===== config.mk =====
export PLATFORM = sky130hd
export DESIGN_NAME = opdec_top
export DESIGN_NICKNAME = d
export VERILOG_FILES = /design/src/rtl/opdec_pkg.sv /design/src/rtl/opdec_parser.sv /design/src/rtl/opdec_ea.sv /design/src/rtl/opdec_top.sv
export SDC_FILE = /design/constraint.sdc
export NUM_CORES = 1
export LEC_CHECK = 0
export BUFFER_PORTS_ARGS = -buffer_cell sky130_fd_sc_hd__clkbuf_2
export CAP_MARGIN = 25
export CELL_PAD_IN_SITES_DETAIL_PLACEMENT = 0
export CELL_PAD_IN_SITES_GLOBAL_PLACEMENT = 1
export CORE_MARGIN = 5
export CORE_UTILIZATION = 40
export DETAILED_ROUTE_END_ITERATION = 10
export PLACE_DENSITY = 0.77
export SETUP_SLACK_MARGIN = 0.1
export SYNTH_ARGS = -nofsm -noshare
export SYNTH_HDL_FRONTEND = slang
export SYNTH_SLANG_ARGS = --single-unit

===== constraint.sdc =====
create_clock -name clk -period 18.05 [get_ports clk]
set_input_delay 3.61 -clock clk [delete_from_list [all_inputs] [get_ports clk]]
set_output_delay 3.61 -clock clk [all_outputs]
set_load 0.03 [all_outputs]

===== src/rtl/opdec_pkg.sv =====
package opdec_pkg;

    localparam int BYTE_W  = 8;
    localparam int ADDR_W  = 2 * BYTE_W;
    localparam int OP_W    = BYTE_W - 2;
    localparam int FIELD_W = 3;

    typedef enum logic [1:0] {
        PH_OPC   = 2'd0,
        PH_MODRM = 2'd1,
        PH_DLO   = 2'd2,
        PH_DHI   = 2'd3
    } phase_e;

    typedef enum logic [1:0] {
        LANE_WORD = 2'b00,
        LANE_LO   = 2'b01,
        LANE_HI   = 2'b10
    } lane_e;

    typedef struct packed {
        logic [FIELD_W-1:0] idx;
        lane_e              lane;
    } regsel_t;

    typedef struct packed {
        logic [OP_W-1:0]   op;
        logic              dir;
        logic              wide;
        regsel_t           reg_sel;
        logic              rm_mem;
        regsel_t           rm_sel;
        logic [ADDR_W-1:0] ea;
    } desc_t;

    // number of displacement bytes following the addressing byte
    function automatic logic [1:0] disp_len(input logic [1:0] mode,
                                            input logic [FIELD_W-1:0] rm);
        logic [1:0] n;
        case (mode)
            2'b00:   n = (rm == 3'b110) ? 2'd2 : 2'd0;
            2'b01:   n = 2'd1;
            2'b10:   n = 2'd2;
            default: n = 2'd0;
        endcase
        return n;
    endfunction

    function automatic regsel_t map_reg(input logic [FIELD_W-1:0] code,
                                        input logic wide);
        regsel_t r;
        if (wide) begin
            r.idx  = code;
            r.lane = LANE_WORD;
        end else begin
            r.idx  = {1'b0, code[FIELD_W-2:0]};
            r.lane = code[FIELD_W-1] ? LANE_HI : LANE_LO;
        end
        return r;
    endfunction

endpackage


===== src/rtl/opdec_parser.sv =====
module opdec_parser
    import opdec_pkg::*;
(
    input  logic              clk,
    input  logic              rst,
    input  logic              acc,
    input  logic [BYTE_W-1:0] in_byte,
    output logic [BYTE_W-1:0] cur_op,
    output logic [BYTE_W-1:0] cur_modrm,
    output logic [ADDR_W-1:0] cur_disp,
    output logic              fin
);

    phase_e            phase;
    logic [BYTE_W-1:0] op_q;
    logic [BYTE_W-1:0] modrm_q;
    logic [BYTE_W-1:0] lo_q;
    logic [1:0]        len;

    assign cur_op    = op_q;
    assign cur_modrm = (phase == PH_MODRM) ? in_byte : modrm_q;
    assign len       = disp_len(cur_modrm[7:6], cur_modrm[2:0]);

    always_comb begin
        fin      = 1'b0;
        cur_disp = '0;
        case (phase)
            PH_MODRM: fin = acc && (len == 2'd0);
            PH_DLO: begin
                fin      = acc && (len == 2'd1);
                cur_disp = {{(ADDR_W-BYTE_W){in_byte[BYTE_W-1]}}, in_byte};
            end
            PH_DHI: begin
                fin      = acc;
                cur_disp = {in_byte, lo_q};
            end
            default: ;
        endcase
    end

    always_ff @(posedge clk) begin
        if (rst) begin
            phase   <= PH_OPC;
            op_q    <= '0;
            modrm_q <= '0;
            lo_q    <= '0;
        end else if (acc) begin
            case (phase)
                PH_OPC: begin
                    op_q  <= in_byte;
                    phase <= PH_MODRM;
                end
                PH_MODRM: begin
                    modrm_q <= in_byte;
                    phase   <= (len == 2'd0) ? PH_OPC : PH_DLO;
                end
                PH_DLO: begin
                    lo_q  <= in_byte;
                    phase <= (len == 2'd1) ? PH_OPC : PH_DHI;
                end
                default: phase <= PH_OPC;
            endcase
        end
    end


    dhi_entry_chk: assert property (@(posedge clk) disable iff (rst)
        (phase == PH_DHI && $past(phase) != PH_DHI) |-> $past(phase) == PH_DLO);


    dlo_entry_chk: assert property (@(posedge clk) disable iff (rst)
        (phase == PH_DLO && $past(phase) != PH_DLO) |-> $past(phase) == PH_MODRM);

endmodule


===== src/rtl/opdec_ea.sv =====
module opdec_ea
    import opdec_pkg::*;
(
    input  logic [1:0]         mode,
    input  logic [FIELD_W-1:0] rm,
    input  logic [ADDR_W-1:0]  disp,
    input  logic [ADDR_W-1:0]  bx_val,
    input  logic [ADDR_W-1:0]  bp_val,
    input  logic [ADDR_W-1:0]  si_val,
    input  logic [ADDR_W-1:0]  di_val,
    output logic [ADDR_W-1:0]  ea
);

    logic [ADDR_W-1:0] base_sum;

    always_comb begin
        case (rm)
            3'd0:    base_sum = bx_val + si_val;
            3'd1:    base_sum = bx_val + di_val;
            3'd2:    base_sum = bp_val + si_val;
            3'd3:    base_sum = bp_val + di_val;
            3'd4:    base_sum = si_val;
            3'd5:    base_sum = di_val;
            3'd6:    base_sum = bp_val;
            default: base_sum = bx_val;
        endcase
    end

    always_comb begin
        if (mode == 2'b11)
            ea = '0;
        else if (mode == 2'b00 && rm == 3'b110)
            ea = disp;
        else
            ea = base_sum + disp;
    end

endmodule


===== src/rtl/opdec_top.sv =====
module opdec_top
    import opdec_pkg::*;
(
    input  logic              clk,
    input  logic              rst,
    input  logic              in_valid,
    input  logic [BYTE_W-1:0] in_byte,
    output logic              in_ready,
    input  logic [ADDR_W-1:0] bx_val,
    input  logic [ADDR_W-1:0] bp_val,
    input  logic [ADDR_W-1:0] si_val,
    input  logic [ADDR_W-1:0] di_val,
    output logic              out_valid,
    output logic [OP_W-1:0]   out_op,
    output logic              out_dir,
    output logic              out_wide,
    output logic [2:0]        out_reg_idx,
    output logic [1:0]        out_reg_lane,
    output logic              out_rm_is_mem,
    output logic [2:0]        out_rm_idx,
    output logic [1:0]        out_rm_lane,
    output logic [ADDR_W-1:0] out_ea
);

    logic              acc;
    logic              fin;
    logic [BYTE_W-1:0] cur_op;
    logic [BYTE_W-1:0] cur_modrm;
    logic [ADDR_W-1:0] cur_disp;
    logic [ADDR_W-1:0] ea_n;
    desc_t             desc_n;
    desc_t             desc_q;
    logic              valid_q;

    assign in_ready = ~rst;
    assign acc      = in_valid & in_ready;

    opdec_parser u_parser (
        .clk       (clk),
        .rst       (rst),
        .acc       (acc),
        .in_byte   (in_byte),
        .cur_op    (cur_op),
        .cur_modrm (cur_modrm),
        .cur_disp  (cur_disp),
        .fin       (fin)
    );

    opdec_ea u_ea (
        .mode   (cur_modrm[7:6]),
        .rm     (cur_modrm[2:0]),
        .disp   (cur_disp),
        .bx_val (bx_val),
        .bp_val (bp_val),
        .si_val (si_val),
        .di_val (di_val),
        .ea     (ea_n)
    );

    always_comb begin
        desc_n.op      = cur_op[BYTE_W-1:2];
        desc_n.dir     = cur_op[1];
        desc_n.wide    = cur_op[0];
        desc_n.reg_sel = map_reg(cur_modrm[5:3], cur_op[0]);
        desc_n.rm_mem  = (cur_modrm[7:6] != 2'b11);
        desc_n.rm_sel  = desc_n.rm_mem ? regsel_t'('0)
                                       : map_reg(cur_modrm[2:0], cur_op[0]);
        desc_n.ea      = ea_n;
    end

    always_ff @(posedge clk) begin
        if (rst) begin
            valid_q <= 1'b0;
            desc_q  <= '0;
        end else begin
            valid_q <= fin;
            if (fin)
                desc_q <= desc_n;
        end
    end

    assign out_valid     = valid_q;
    assign out_op        = desc_q.op;
    assign out_dir       = desc_q.dir;
    assign out_wide      = desc_q.wide;
    assign out_reg_idx   = desc_q.reg_sel.idx;
    assign out_reg_lane  = desc_q.reg_sel.lane;
    assign out_rm_is_mem = desc_q.rm_mem;
    assign out_rm_idx    = desc_q.rm_sel.idx;
    assign out_rm_lane   = desc_q.rm_sel.lane;
    assign out_ea        = desc_q.ea;


    valid_pulse_chk: assert property (@(posedge clk) disable iff (rst)
        out_valid |=> !out_valid);


    valid_after_byte_chk: assert property (@(posedge clk) disable iff (rst)
        out_valid |-> $past(in_valid));


    ready_high_chk: assert property (@(posedge clk) disable iff (rst)
        in_ready);


    regform_ea_chk: assert property (@(posedge clk) disable iff (rst)
        (out_valid && !out_rm_is_mem) |-> (out_ea == '0));


    wide_lane_chk: assert property (@(posedge clk) disable iff (rst)
        (out_valid && out_wide) |-> (out_reg_lane == 2'b00));


    reset_clear_chk: assert property (@(posedge clk)
        $past(rst) |-> !out_valid);

endmodule


==> run summary, run 1 <==
The initial antenna violation count was 0. The largest individual stage delay along the critical path comes from the cell mux2_2. The core region is 0.0144 mm². The hold-critical path endpoint is u_parser.cur_op[4]$_SDFFE_PP0P_. The fmax came out at 105 MHz. The per-instance average area after synthesis came out at roughly 7.4 µm².

Compared with the post-synthesis result, the final layout area differs by 16.5%. The number of antenna-violating nets in the routed design is 0. For flop-to-flop paths, the worst setup slack is 10.96 ns. The number of warnings issued by yosys came out at 0. The data arrival time at the worst-slack endpoint came out at 9.77 ns. The number of nets handed over by synthesis was 923. In this run the critical register-to-register path is captured at out_ea[15]$_SDFFE_PP0P_.

The insertion delay to the later sink of the worst-skew pair came out at 0.33 ns. The setup total negative slack came out at 0 ns. The leading cell type in the layout, fill and taps excluded is nand2_1. The global route total overflow is 0.

The instance area after placement came out at 0.00653 mm². The critical path contains buffers and inverters numbering 2 combined. The clock sink count came out at 62. After layout, the worst path uses roughly 53% of the clock period.

The cell count of the worst reg-to-reg path came out at 27. The peak supply drop is 0.0427 mV. The quantity of hold-fixing buffers added after cts came out at 0. The unique cell type count in the Yosys netlist is 65.

In the final design database the tool counted 1012 nets. The sequential element share of the synthesized area came out at 21.2%. The clock transition time at the flip-flop clock pins of the worst setup and hold paths came out at 0.06 ns. The highest fanout seen on the critical path came out at 35.

The finished cells cover 0.00681 mm². The flow ran to the end, and the final reports show no timing, DRC or antenna violations. The minimum period implied by the final worst setup slack is ~9.6 ns.

The area of the die is roughly 0.017 mm². Wires add up to 18.4 mm. The repair_antennas step left the layout with diodes totalling 0. The total chip power is 0.528 mW.

The number of enable flip-flop cells after synthesis is 0. The total of flip-flops plus latches after synthesis is 62. The height of the die came out at 131 µm. The TritonCTS clock tree is built.

Once the clock tree was built, the resizer swapped 0 gates to a different size. Setup repair after global routing left no endpoint under its margin. The largest buffer count on any clock path is 2.

The worst hold margin came out at between 0.4 and 0.5 ns. The startpoint identified for the worst hold timing path is u_parser.cur_op[4]$_SDFFE_PP0P_. In this run the worst setup path begins at in_byte[1].

Max-cap violations in this run came to 0. The HPWL after detailed placement is 14.1 mm. The final weighted congestion in routability-driven placement is a little under 0.9.

Detailed routing inserted a total of ~6200 vias. The synthesized netlist cell count came out at 793. The number of global-route vias before repair is 6032. The worst hold path passes through 2 cells.

The largest net degree at the start of global routing came out at 57. The total track usage is 21.3%. The kind of launch point of the worst setup path is an input pin. The post-detailed-route via-to-cell ratio is a little under 6. Once the clock tree was built, the setup fixing pass inserted 0 buffers.

The post-layout instance count excluding filler cells is approximately 1100. The first routing iteration left 385 violations. The clock root buffer is clkbuf_16. The fraction of layout instances using a drive strength above 1 is 20.1%. The delay of the slowest cell on the worst path is between 0.6 and 0.7 ns. The setup path with the least slack is of type input pin to flop.

The first global-routing pass estimated approximately 29 mm of wire. The proportion of register bits with asynchronous set or reset after synthesis came out at 0%. The first-pass iteration count of the detailed router is 6. Including well taps, the total number of placed cells is 1055. During I/O placement, the number of pins put on the boundary was 112.

Among all flip-flop cells after synthesis, the most frequent one is dfxtp_1. Row generation in the floorplan step produced 44 rows. The count of final hold-check violations is 0. The setup-violating endpoint count in the final report is 0. STA classifies the critical path endpoint as a flop. For this configuration, the core starts out at a cell density of 40.5%. The pin slew with the least headroom to its limit is between 0.7 and 0.8 ns. The worst register-to-register path begins at u_parser.phase[1]$_SDFFE_PP0P_. The worst-case headroom to the max-slew limit is between 40% and 50%. The mapped netlist covers 0.00585 mm². The worst hold path belongs to the class flop to flop. The top cell types in the final layout, fill and taps aside, are nand2_1, clkbuf_2, a21oi_1.

The H-tree level count came out at 3. The leakage dissipation is between 2 and 3 nW. The kind of cell with the highest combined delay along the critical path is compound AO/OA/AOI/OAI gates. The mean routed wirelength per cell is 17.2 µm. The horizontal die dimension is 131 µm. The total power per unit cell area is 77.5 mW/mm².

After detailed routing, the number of remaining DRC violations is 0. The number of buffers added on ports came out at 111. The final max-slew violation count came out at 0. In this run, CTS created clock tree buffers numbering 9. For the final database, setup skew stands at 0.0117 ns.

The critical path data required time came out at roughly 18 ns.
-- cell type report --
| cell class | count | area [µm²] |
|---|---|---|
| multi-input cells | 672 | 4380 |
| well taps | 184 | 230 |
| fillers | 1478 | 7620 |
| clock inverters | 5 | 33.8 |
| flip-flops and latches | 62 | 1240 |
| repair buffers | 118 | 608 |
| inverters | 19 | 71.3 |
| clock buffers | 11 | 243 |
-- stage by stage --
step | util, % | worst slack (ns)
after CTS | 47.2 | 8.61
after detailed placement | 45.3 | 8.28
after global placement | 45.3 | 8.51
final | 47.2 | 8.48
after floorplan | - | 9.61
after global routing | 47.2 | 7.99
-- report_power, final --
group          internal [mW]  switching (mW)
sequential             0.141         0.00263
combinational         0.0903           0.134
clock                 0.0966          0.0635
-- worst max path at each step --
| stage | depth (start not counted) | to | slack (ns) |
|---|---|---|---|
| final | 25 | out_ea[15]$_SDFFE_PP0P_ | 8.48 |
| after global routing | 25 | out_ea[15]$_SDFFE_PP0P_ | 7.99 |
| after CTS | 25 | out_ea[15]$_SDFFE_PP0P_ | 8.61 |
| after detailed placement | 25 | out_ea[15]$_SDFFE_PP0P_ | 8.28 |
| after global placement | 25 | out_ea[15]$_SDFFE_PP0P_ | 8.51 |
| after floorplan | 24 | out_ea[15]$_SDFFE_PP0P_ | 9.61 |
-- registers in the layout, indices dropped and copies added (netlist names) --
| register | flops |
|---|---|
| out_wide | 1 |
| out_reg_lane | 2 |
| u_parser.cur_op | 8 |
| out_rm_idx | 3 |
| u_parser.phase | 2 |
| out_reg_idx | 3 |
| out_valid | 1 |
| out_op | 6 |
| out_rm_is_mem | 1 |
| out_ea | 16 |
| u_parser.lo_q | 8 |
| out_dir | 1 |
| u_parser.modrm_q | 8 |
| out_rm_lane | 2 |
-- synth_stat cells (all sizes together), types with 5 or more instances --
cell type	instances	area [µm²]
xor2	14	123
clkbuf	28	105
o21a	14	105
xnor2	19	166
dfxtp	62	1240
mux2	33	375
inv	19	71.3
nand3	32	160
nor3	22	115
mux2i	12	133
a21oi	94	470
and2	7	43.8
a211oi	19	143
o22ai	7	43.8
nor2	78	295
ha	52	651
nand2	124	468
o21ai	36	180
buf	12	55.1
o211ai	7	52.6
a21o	10	75.1
a22o	8	70.1
and3	5	31.3
nor2b	6	37.5
a31oi	12	75.1
-- layer usage --
layer	up-vias	part of all wire [%]	track usage (%)
met2	173	49	37.0
met3	50	4.4	2.72
met4	0	3.6	9.07
met5	-	0	0
li1	3063	-	-
met1	2936	43	26.4
-- tightest hold or removal path, stage by stage, from the launching register on --
cell     delay (ns)
dfxtp_1        0.31
nand2_1        0.05
a21oi_1        0.05
-- logic make-up (layout without fill, tap and decap cells) --
family / Yosys count / count (layout) / synth area share [%]
flip-flops: 62 / 62 / 21.2
XOR/XNOR: 33 / 33 / 4.94
AND/OR/NAND/NOR: 298 / 298 / 22.4
buffers and inverters: 59 / 153 / 3.96
adder cells (fa/ha/maj): 55 / 55 / 12.2
AO/OA/AOI/OAI: 240 / 240 / 26.2
multiplexers: 46 / 46 / 9.08
(Power assumes the default switching activity.)
==> inputs of run 2 (changes only) <==
--- a/config.mk
+++ b/config.mk
@@ -5,14 +5,15 @@
 export SDC_FILE = /design/constraint.sdc
 export NUM_CORES = 1
 export LEC_CHECK = 0
+export ABC_AREA = 1
 export BUFFER_PORTS_ARGS = -buffer_cell sky130_fd_sc_hd__clkbuf_2
 export CAP_MARGIN = 25
 export CELL_PAD_IN_SITES_DETAIL_PLACEMENT = 0
 export CELL_PAD_IN_SITES_GLOBAL_PLACEMENT = 1
 export CORE_MARGIN = 5
-export CORE_UTILIZATION = 40
+export CORE_UTILIZATION = 36
 export DETAILED_ROUTE_END_ITERATION = 10
-export PLACE_DENSITY = 0.77
+export PLACE_DENSITY = 0.76
 export SETUP_SLACK_MARGIN = 0.1
 export SYNTH_ARGS = -nofsm -noshare
 export SYNTH_HDL_FRONTEND = slang
==> constraint.sdc (replaced) <==
create_clock -name clk -period 7.7 [get_ports clk]
set_input_delay 1.54 -clock clk [delete_from_list [all_inputs] [get_ports clk]]
set_output_delay 1.54 -clock clk [all_outputs]
set_load 0.03 [all_outputs]
==> run summary, run 2 <==
The flow ran to the end, and the final reports show no timing, DRC or antenna violations. The number of post-CTS setup repair buffers came out at 0 (unchanged). The largest net degree at the start of global routing is 38 (-33%). The count of vias placed by the detailed router came out at 6487 (+4.3%). The antenna diode count is 0 (unchanged). The insertion delay to the later sink of the worst-skew pair came out at 0.33 ns (about the same).

The net switching power figure came out at 0.449 mW (+120%). The library cell used most frequently in the layout, excluding fill and tap cells, is nand2_1. The highest fanout seen on the critical path came out at 31 (-11%). The number of nets in the layout came out at 1171 (+16%). The count of cells resized by post-cts repair came out at 0 (unchanged). The internal power came out at 0.726 mW (+120%). The peak supply drop came out at 0.0976 mV (+130%). The path category of the worst min-delay check is flop to flop.

The wire length of the first global-routing pass came to 31.7 mm (+8.2%). The quantity of hold-fixing buffers added after cts came to 0 (unchanged). The initial antenna violation count is 0 (unchanged). Relative to the synthesized area, the layout overhead comes to 17.0%. The synthesized netlist cell count is 948 (+20%).

The unique cell type count in the Yosys netlist came out at 50 (-23%). The post-layout instance count excluding filler cells is 1262 (+18%). The starting density of the core came out at 36.9% (-3.6 points). The area occupied by registers is 0.00124 mm² (unchanged).

The per-instance average area after synthesis is 6.23 µm² (-15%). The proportion of netlist area held by the largest area contributor is 21.0% (-0.22 points). The worst setup slack after layout was 1.28 ns (-7.20 ns). The setup-violating endpoint count in the final report came out at 0 (unchanged).

The number of cells on the critical path came out at 32 (+28%). The proportion of register bits with asynchronous set or reset after synthesis came out at 0% (unchanged). The first-pass iteration count of the detailed router came out at 5 (-1). The clock transition time at the flip-flop clock pins of the worst setup and hold paths came out at 0.05 ns (about the same). The number of clock buffers inserted by TritonCTS is 9 (unchanged).

The flip-flop count of the largest register, all copies and words added was 16 (unchanged). The total of flip-flops plus latches after synthesis came out at 62 (unchanged). The start point of the worst hold path is u_parser.lo_q[7]$_SDFFE_PP0P_. The pin slew with the least headroom to its limit came out at 0.965 ns (+0.174 ns). The final critical path takes up between 80% and 90% of the cycle.

The top cell family by delay on the critical path is simple AND/OR/NAND/NOR gates. The final max-slew violation count came out at 0 (unchanged). The fraction of met3 tracks used by global routing came to 3.41% (+0.69 points). Following the worst setup path forward leads to its endpoint at out_ea[15]$_SDFFE_PP0P_. In this run the clock root is driven by a clkbuf_16. The worst register-to-register path ends at out_ea[15]$_SDFFE_PP0P_. The number of enable flip-flop cells after synthesis was 0 (unchanged).

The critical path data required time came out at 7.95 ns (-10.30 ns). The worst setup path is captured at a flop. The portion of total power attributed to sequential cells came out at 28.2% (+1.0 points). The height of the die came out at 138 µm (+5.5%). met2 is the most crowded layer.

The count of final hold-check violations is 0 (unchanged). The number of global-route vias before repair is 6045 (+0.22%). Ranked by instance count, the synthesized netlist is headed by nand2_1, inv_1, o21ai_0, a21oi_1, dfxtp_1.

The clock sink count came out at 62 (unchanged). The number of nets produced by synthesis came to 1078 (+17%). The final worst clock skew came out at 0.00605 ns (-0.00563 ns). The number of filler instances in the final layout came out at 1801 (+22%). The largest buffer count on any clock path came out at 2 (unchanged). Leaving out fill and tap cells, the most frequent cells in the layout are nand2_1, inv_1, o21ai_0, clkbuf_2, a21oi_1. The origin of the worst setup path is in_byte[2]. STA classifies the critical path startpoint as an input pin.

The post-DP HPWL came to 15.8 mm (+12%). The TritonCTS clock tree is built. The minimum period implied by the final worst setup slack is around 6.4 ns. In this run the critical register-to-register path is launched from u_parser.phase[1]$_SDFFE_PP0P_.

The global route total overflow came out at 0 (unchanged). In the synthesized netlist the dominant register cell turns out to be dfxtp_1. The switching share of power came out at 38.2% (+0.33 points). The instance area after placement is 0.00660 mm² (+1.1%). The area of the multi-input gates came out at 0.00400 mm² (-8.7%). The worst-path cell with the longest stage delay is nand3_2. The fraction of layout instances using a drive strength above 1 is 16.0% (-4.1 points). The post-detailed-route via-to-cell ratio came out at 5.14 (-12%). The data arrival time at the worst-slack endpoint came out at 6.67 ns (-3.10 ns). The worst hold margin is 0.452 ns (-0.00255 ns). The horizontal die dimension came out at 138 µm (+5.5%). The slack of the worst reg-to-reg path is 1.59 ns (-9.37 ns). The met1 global-route usage was 28.2% (+1.8 points). Ranked by total cell area, the synthesized netlist is headed by dfxtp_1, nand2_1, ha_1, o21ai_0, a21oi_1. The H-tree level count was 3 (unchanged). The total track usage came out at 20.3% (-0.97 points). The number of max-cap violations is 0 (unchanged).

The biggest area contributor in the post-synthesis netlist is dfxtp_1. The violation count after the first detailed-route iteration came out at 468 (+22%). The cell with the most instances after synthesis is nand2_1.

The fraction of power consumed by combinational cells came out at 36.6% (-5.9 points). The placeable core area came out at 0.0160 mm² (+11%). The setup total negative slack is 0 ns (unchanged).

The met2 track demand over resource in global routing is 33.2% (-3.8 points). The wire length after detailed routing is 20.1 mm (+9.3%). The number of warnings issued by yosys came out at 0 (unchanged). The worst-case headroom to the max-slew limit came out at 35.5% (-12 points). The cell area after synthesis came out at 0.00591 mm² (+1.0%). The delay of the slowest cell on the worst path came out at 0.51 ns (-0.16 ns). The sequential element share of the synthesized area came out at 21.0% (-0.22 points). The number of placed cells counting well taps came to 1245 (+18%). The critical path is of the input pin to flop type.

The leakage dissipation is 3.47 nW (+18%). The final weighted congestion in routability-driven placement is 0.866 (-0.30%). The part of the total power dissipated in the clock network is 35.2% (+4.9 points). The post-placement worst setup slack is 1.03 ns (-7.25 ns). For this run, the top clock speed supported by timing is 156 MHz. The total power per unit cell area is 170 mW/mm² (+120%). The number of antenna-violating nets in the routed design was 0 (unchanged).

The number of buffers added on ports is 111 (unchanged). The number of I/O pins was 112 (unchanged). The mean routed wirelength per cell is 15.9 µm (-7.3%).

The cell count of the worst reg-to-reg path is 32 (+19%). The number of buffers and inverters on the critical path was 5 (+3). The area of the die is 0.0191 mm² (+11%). The cell area after layout came out at 0.00691 mm² (+1.5%). The count of standard-cell rows came out at 46 (+4.5%).

The remaining routing DRC violations came to 0 (unchanged). Setup repair after global routing left no endpoint under its margin.
[run 2: cell families (layout without fill, tap and decap cells)]
kind of cell | Yosys count | after routing | share of synthesized area [%]
buffers and inverters | 172 | 270 | 11.3
AND/OR/NAND/NOR | 356 | 356 | 26.2
XOR/XNOR | 12 | 12 | 1.78
AO/OA/AOI/OAI | 291 | 291 | 27.7
flip-flops | 62 | 62 | 21.0
adder cells (fa/ha/maj) | 55 | 55 | 12.0
[run 2: power groups by stage]
stage	clock, mW	sequential, mW	combinational (mW)
after global placement	0	0.338	0.426
after CTS	0.421	0.331	0.424
final	0.413	0.331	0.430
after detailed placement	0	0.338	0.421
after global routing	0.432	0.332	0.484
after floorplan	0	0.339	0.297
[run 2: routing by layer]
metal | part of all wire, % | wire length [µm]
met1 | 49 | 9770
met2 | 45 | 9140
met3 | 4.6 | 920
met4 | 1.4 | 282
met5 | 0 | 0
[run 2: cell type report]
cell class | instances | share of cell area (%)
Clock buffer | 9 | 3.26
Clock inverter | 7 | 1.07
Inverter | 141 | 7.66
Multi-Input combinational cell | 714 | 57.9
Sequential cell | 62 | 18.0
Tap cell | 216 | 3.91
Timing Repair Buffer | 113 | 8.26
[run 2: worst min path at each step]
stage	end	slack, ns	cells past startpoint
2_1_floorplan	u_parser.lo_q[7]$_SDFFE_PP0P_	0.42	2
3_3_place_gp	u_parser.lo_q[7]$_SDFFE_PP0P_	0.44	2
3_5_place_dp	u_parser.lo_q[7]$_SDFFE_PP0P_	0.45	2
4_1_cts	u_parser.lo_q[7]$_SDFFE_PP0P_	0.45	2
5_1_grt	u_parser.lo_q[6]$_SDFFE_PP0P_	0.47	2
6_report	u_parser.lo_q[7]$_SDFFE_PP0P_	0.45	2
[run 2: metrics by stage]
step                util, %  power (mW)
floorplan                 -       0.636
global placement       41.3       0.763
detailed placement     41.3       0.759
CTS                    43.1        1.18
global route           43.2        1.25
finish                 43.2        1.17
[run 2: tightest hold or removal path, cell delays in order, from the launching register on]
cell and delay (ns):
dfxtp_1 0.29, inv_1 0.06, a21oi_1 0.05
==> inputs of run 3 (changes only) <==
--- a/config.mk
+++ b/config.mk
@@ -5,15 +5,15 @@
 export SDC_FILE = /design/constraint.sdc
 export NUM_CORES = 1
 export LEC_CHECK = 0
-export ABC_AREA = 1
+export ABC_AREA = 0
 export BUFFER_PORTS_ARGS = -buffer_cell sky130_fd_sc_hd__clkbuf_2
 export CAP_MARGIN = 25
 export CELL_PAD_IN_SITES_DETAIL_PLACEMENT = 0
 export CELL_PAD_IN_SITES_GLOBAL_PLACEMENT = 1
 export CORE_MARGIN = 5
-export CORE_UTILIZATION = 36
+export CORE_UTILIZATION = 40
 export DETAILED_ROUTE_END_ITERATION = 10
-export PLACE_DENSITY = 0.76
+export PLACE_DENSITY = 0.77
 export SETUP_SLACK_MARGIN = 0.1
 export SYNTH_ARGS = -nofsm -noshare
 export SYNTH_HDL_FRONTEND = slang
==> constraint.sdc (replaced) <==
create_clock -name clk -period 6.25 [get_ports clk]
set_input_delay 1.25 -clock clk [delete_from_list [all_inputs] [get_ports clk]]
set_output_delay 1.25 -clock clk [all_outputs]
set_load 0.03 [all_outputs]
==> run summary, run 3 (synthesis results as in run 1) <==
The count of standard-cell rows is 44 (-4.3%). The fraction of power consumed by combinational cells is 42.1% (+5.5 points). The number of post-CTS setup repair buffers is 0 (unchanged). The number of global-route vias before repair is 6080 (+0.58%). The portion of total power attributed to sequential cells came to 25.3% (-2.9 points). The global route total overflow is 0 (unchanged). The total chip power came out at 1.64 mW (+40%). The placeable core area came out at 0.0144 mm² (-9.9%). The final max-slew violation count came out at 0 (unchanged). The number of max-cap violations is 0 (unchanged). The number of nets in the layout is 1030 (-12%). The violation count after the first detailed-route iteration came out at 477 (+1.9%). The flow ran to the end, and the final reports show no timing, DRC or antenna violations.

The clock sink count is 62 (unchanged). The clock transition time at the flip-flop clock pins of the worst setup and hold paths came out at 0.06 ns (about the same). The area of the die was 0.0171 mm² (-10%). The count of final hold-check violations was 0 (unchanged). In the layout the commonest cells are nand2_1, clkbuf_2, a21oi_1. The depth of the worst hold-timing path is 2 (unchanged). The part of the total power dissipated in the clock network came out at 32.6% (-2.6 points). The endpoint of the lowest-slack register-to-register path is out_ea[15]$_SDFFE_PP0P_. The number of I/O pins is 112 (unchanged).

The data arrival time at the worst-slack endpoint was 6.03 ns (-0.64 ns). The wire length after detailed routing came out at 19.4 mm (-3.7%). The height of the die came out at 131 µm (-5.2%).

The number of antenna-violating nets in the routed design is 0 (unchanged). The number of clock buffers inserted by TritonCTS came to 9 (unchanged). The cell area after layout came out at 0.00702 mm² (+1.6%). The minimum period implied by the final worst setup slack is 5.82 ns. The net switching power figure is 0.598 mW (+33%). The horizontal die dimension is 131 µm (-5.2%). The worst setup path is of the input pin to flop kind. The post-detailed-route via-to-cell ratio came out at 5.70 (+11%). The critical path starts at in_byte[2]. The total track usage is 22.4% (+2.1 points). The root buffer cell chosen for the clock tree is clkbuf_16. The post-DP HPWL is 15.0 mm (-5.2%). The library cell used most frequently in the layout, excluding fill and tap cells, is nand2_1. The worst-case headroom to the max-slew limit came to 48.7% (+13 points). Static timing analysis puts the maximum clock frequency at ~170 MHz. The path category of the worst min-delay check is flop to flop.

Setup repair after global routing left no endpoint under its margin. The total power per unit cell area is 234 mW/mm² (+37%). The instance area after placement is 0.00667 mm² (+0.97%). The final weighted congestion in routability-driven placement is 0.945 (+9.0%). The wire length of the first global-routing pass is 30.5 mm (-3.7%). The pin slew with the least headroom to its limit is 0.769 ns (-0.195 ns).

The share of the cycle needed by the critical path after routing is 93.1%. The highest fanout seen on the critical path came out at 6 (-81%). The switching share of power came out at 36.5% (-1.7 points).

The peak supply drop came out at 0.182 mV (+86%). STA classifies the critical path endpoint as a flop. The layout overhead on the synthesized area is 20.1%. The slack of the worst reg-to-reg path is 0.52 ns (-1.07 ns). The number of buffers added on ports is 111 (unchanged).

The flip-flop count of the largest register, all copies and words added came out at 16 (unchanged). The quantity of hold-fixing buffers added after cts is 0 (unchanged). The initial antenna violation count came to 0 (unchanged). The internal power came to 1.04 mW (+44%). The insertion delay to the later sink of the worst-skew pair is 0.33 ns (about the same). The setup-violating endpoint count in the final report came to 0 (unchanged). The critical path data required time is 6.46 ns (-1.49 ns). The fraction of layout instances using a drive strength above 1 is 22.8% (+6.8 points). The leakage dissipation came out at 3.04 nW (-12%). The starting density of the core is 40.5% (+3.6 points).

The final worst clock skew is 0.00516 ns (-0.000896 ns). The kind of launch point of the worst setup path is an input pin. The mean routed wirelength per cell is 17.8 µm (+12%). The largest buffer count on any clock path came out at 2 (unchanged). The count of vias placed by the detailed router came out at 6202 (-4.4%). The count of cells resized by post-cts repair is 0 (unchanged). The startpoint of the most critical register-to-register path is u_parser.phase[1]$_SDFFE_PP0P_. The largest net degree at the start of global routing came out at 57 (+50%). The antenna diode count came out at 0 (unchanged).

The H-tree level count is 3 (unchanged). TritonCTS built the clock tree. In this run the worst setup path terminates at out_ea[15]$_SDFFE_PP0P_. The cell count of the worst reg-to-reg path came out at 25 (-22%). The remaining routing DRC violations is 0 (unchanged). The first-pass iteration count of the detailed router is 5 (unchanged).
run 3: cell count changes in the layout (fill, tap and decap cells not counted), moves of 11 or more:
| cell | change |
|---|---|
| mux2_2 | +32 |
| nand3_1 | -14 |
| nor2_1 | +18 |
| o21a_1 | +11 |
| xnor2_1 | +15 |
| a211oi_1 | +12 |
| nand2_1 | -91 |
| inv_1 | -110 |
| a21oi_1 | -13 |
| nor3_1 | +17 |
| o21ai_0 | -77 |
| buf_4 | +23 |
run 3: per-layer routing:
metal | track usage, % | vias to the layer above | share of wire [%]
met3 | 3.33 | 26 | 4.2
met4 | 6.23 | 0 | 1.8
met5 | 0 | - | 0
met1 | 28.5 | 2927 | 44
li1 | - | 3095 | -
met2 | 39.5 | 154 | 50
run 3: worst min-delay path by stage:
| stage | startpoint | to |
|---|---|---|
| after floorplan | u_parser.cur_op[1]$_SDFFE_PP0P_ | out_dir$_SDFFE_PP0P_ |
| after global placement | out_ea[8]$_SDFFE_PP0P_ | out_ea[8]$_SDFFE_PP0P_ |
| after detailed placement | u_parser.lo_q[7]$_SDFFE_PP0P_ | u_parser.lo_q[7]$_SDFFE_PP0P_ |
| after CTS | u_parser.lo_q[7]$_SDFFE_PP0P_ | u_parser.lo_q[7]$_SDFFE_PP0P_ |
| after global routing | u_parser.lo_q[2]$_SDFFE_PP0P_ | u_parser.lo_q[2]$_SDFFE_PP0P_ |
| final | out_ea[14]$_SDFFE_PP0P_ | out_ea[14]$_SDFFE_PP0P_ |
run 3: cell type report:
class / count / area, µm²
Fill cell: 1473 / 7400
Timing Repair Buffer: 136 / 743
Clock buffer: 9 / 225
Multi-Input combinational cell: 672 / 4410
Tap cell: 184 / 230
Clock inverter: 7 / 97.6
Sequential cell: 62 / 1240
Inverter: 19 / 71.3
run 3: stage by stage:
| step | instances | utilization (%) | setup TNS [ns] | setup slack (ns) | hold slack, ns |
|---|---|---|---|---|---|
| floorplan | 793 | - | 0 | 0.173 | 0.432 |
| global placement | 1073 | 46.2 | -0.00811 | -0.00811 | 0.441 |
| detailed placement | 1073 | 46.2 | -0.0326 | -0.0326 | 0.447 |
| CTS | 1089 | 48.5 | 0 | 0.273 | 0.455 |
| global route | 1089 | 48.7 | 0 | 0.0892 | 0.472 |
| finish | 1089 | 48.7 | 0 | 0.432 | 0.451 |
run 3: power groups by stage:
stage	registers (mW)	clock network (mW)	logic [mW]
after CTS	0.414	0.547	0.678
after global routing	0.416	0.562	0.764
after floorplan	0.427	0	0.466
after detailed placement	0.423	0	0.674
after global placement	0.422	0	0.669
final	0.415	0.535	0.691
run 3: critical path: stages:
cell       delay [ns]
clkbuf_2         0.12
mux2_2           0.32
nor2_2           0.19
buf_4            0.19
mux2_2           0.36
ha_1             0.32
a21oi_1          0.20
a21boi_1         0.12
o31a_1           0.29
buf_4            0.15
o21a_1           0.16
nor2_1           0.12
xnor2_1          0.08
a21oi_1          0.14
a21oi_1          0.11
ha_1             0.38
nand3_1          0.09
o31a_1           0.28
o2111ai_1        0.19
o211ai_1         0.16
and3_1           0.22
and3_1           0.17
a2111oi_1        0.34
nand2_1          0.09
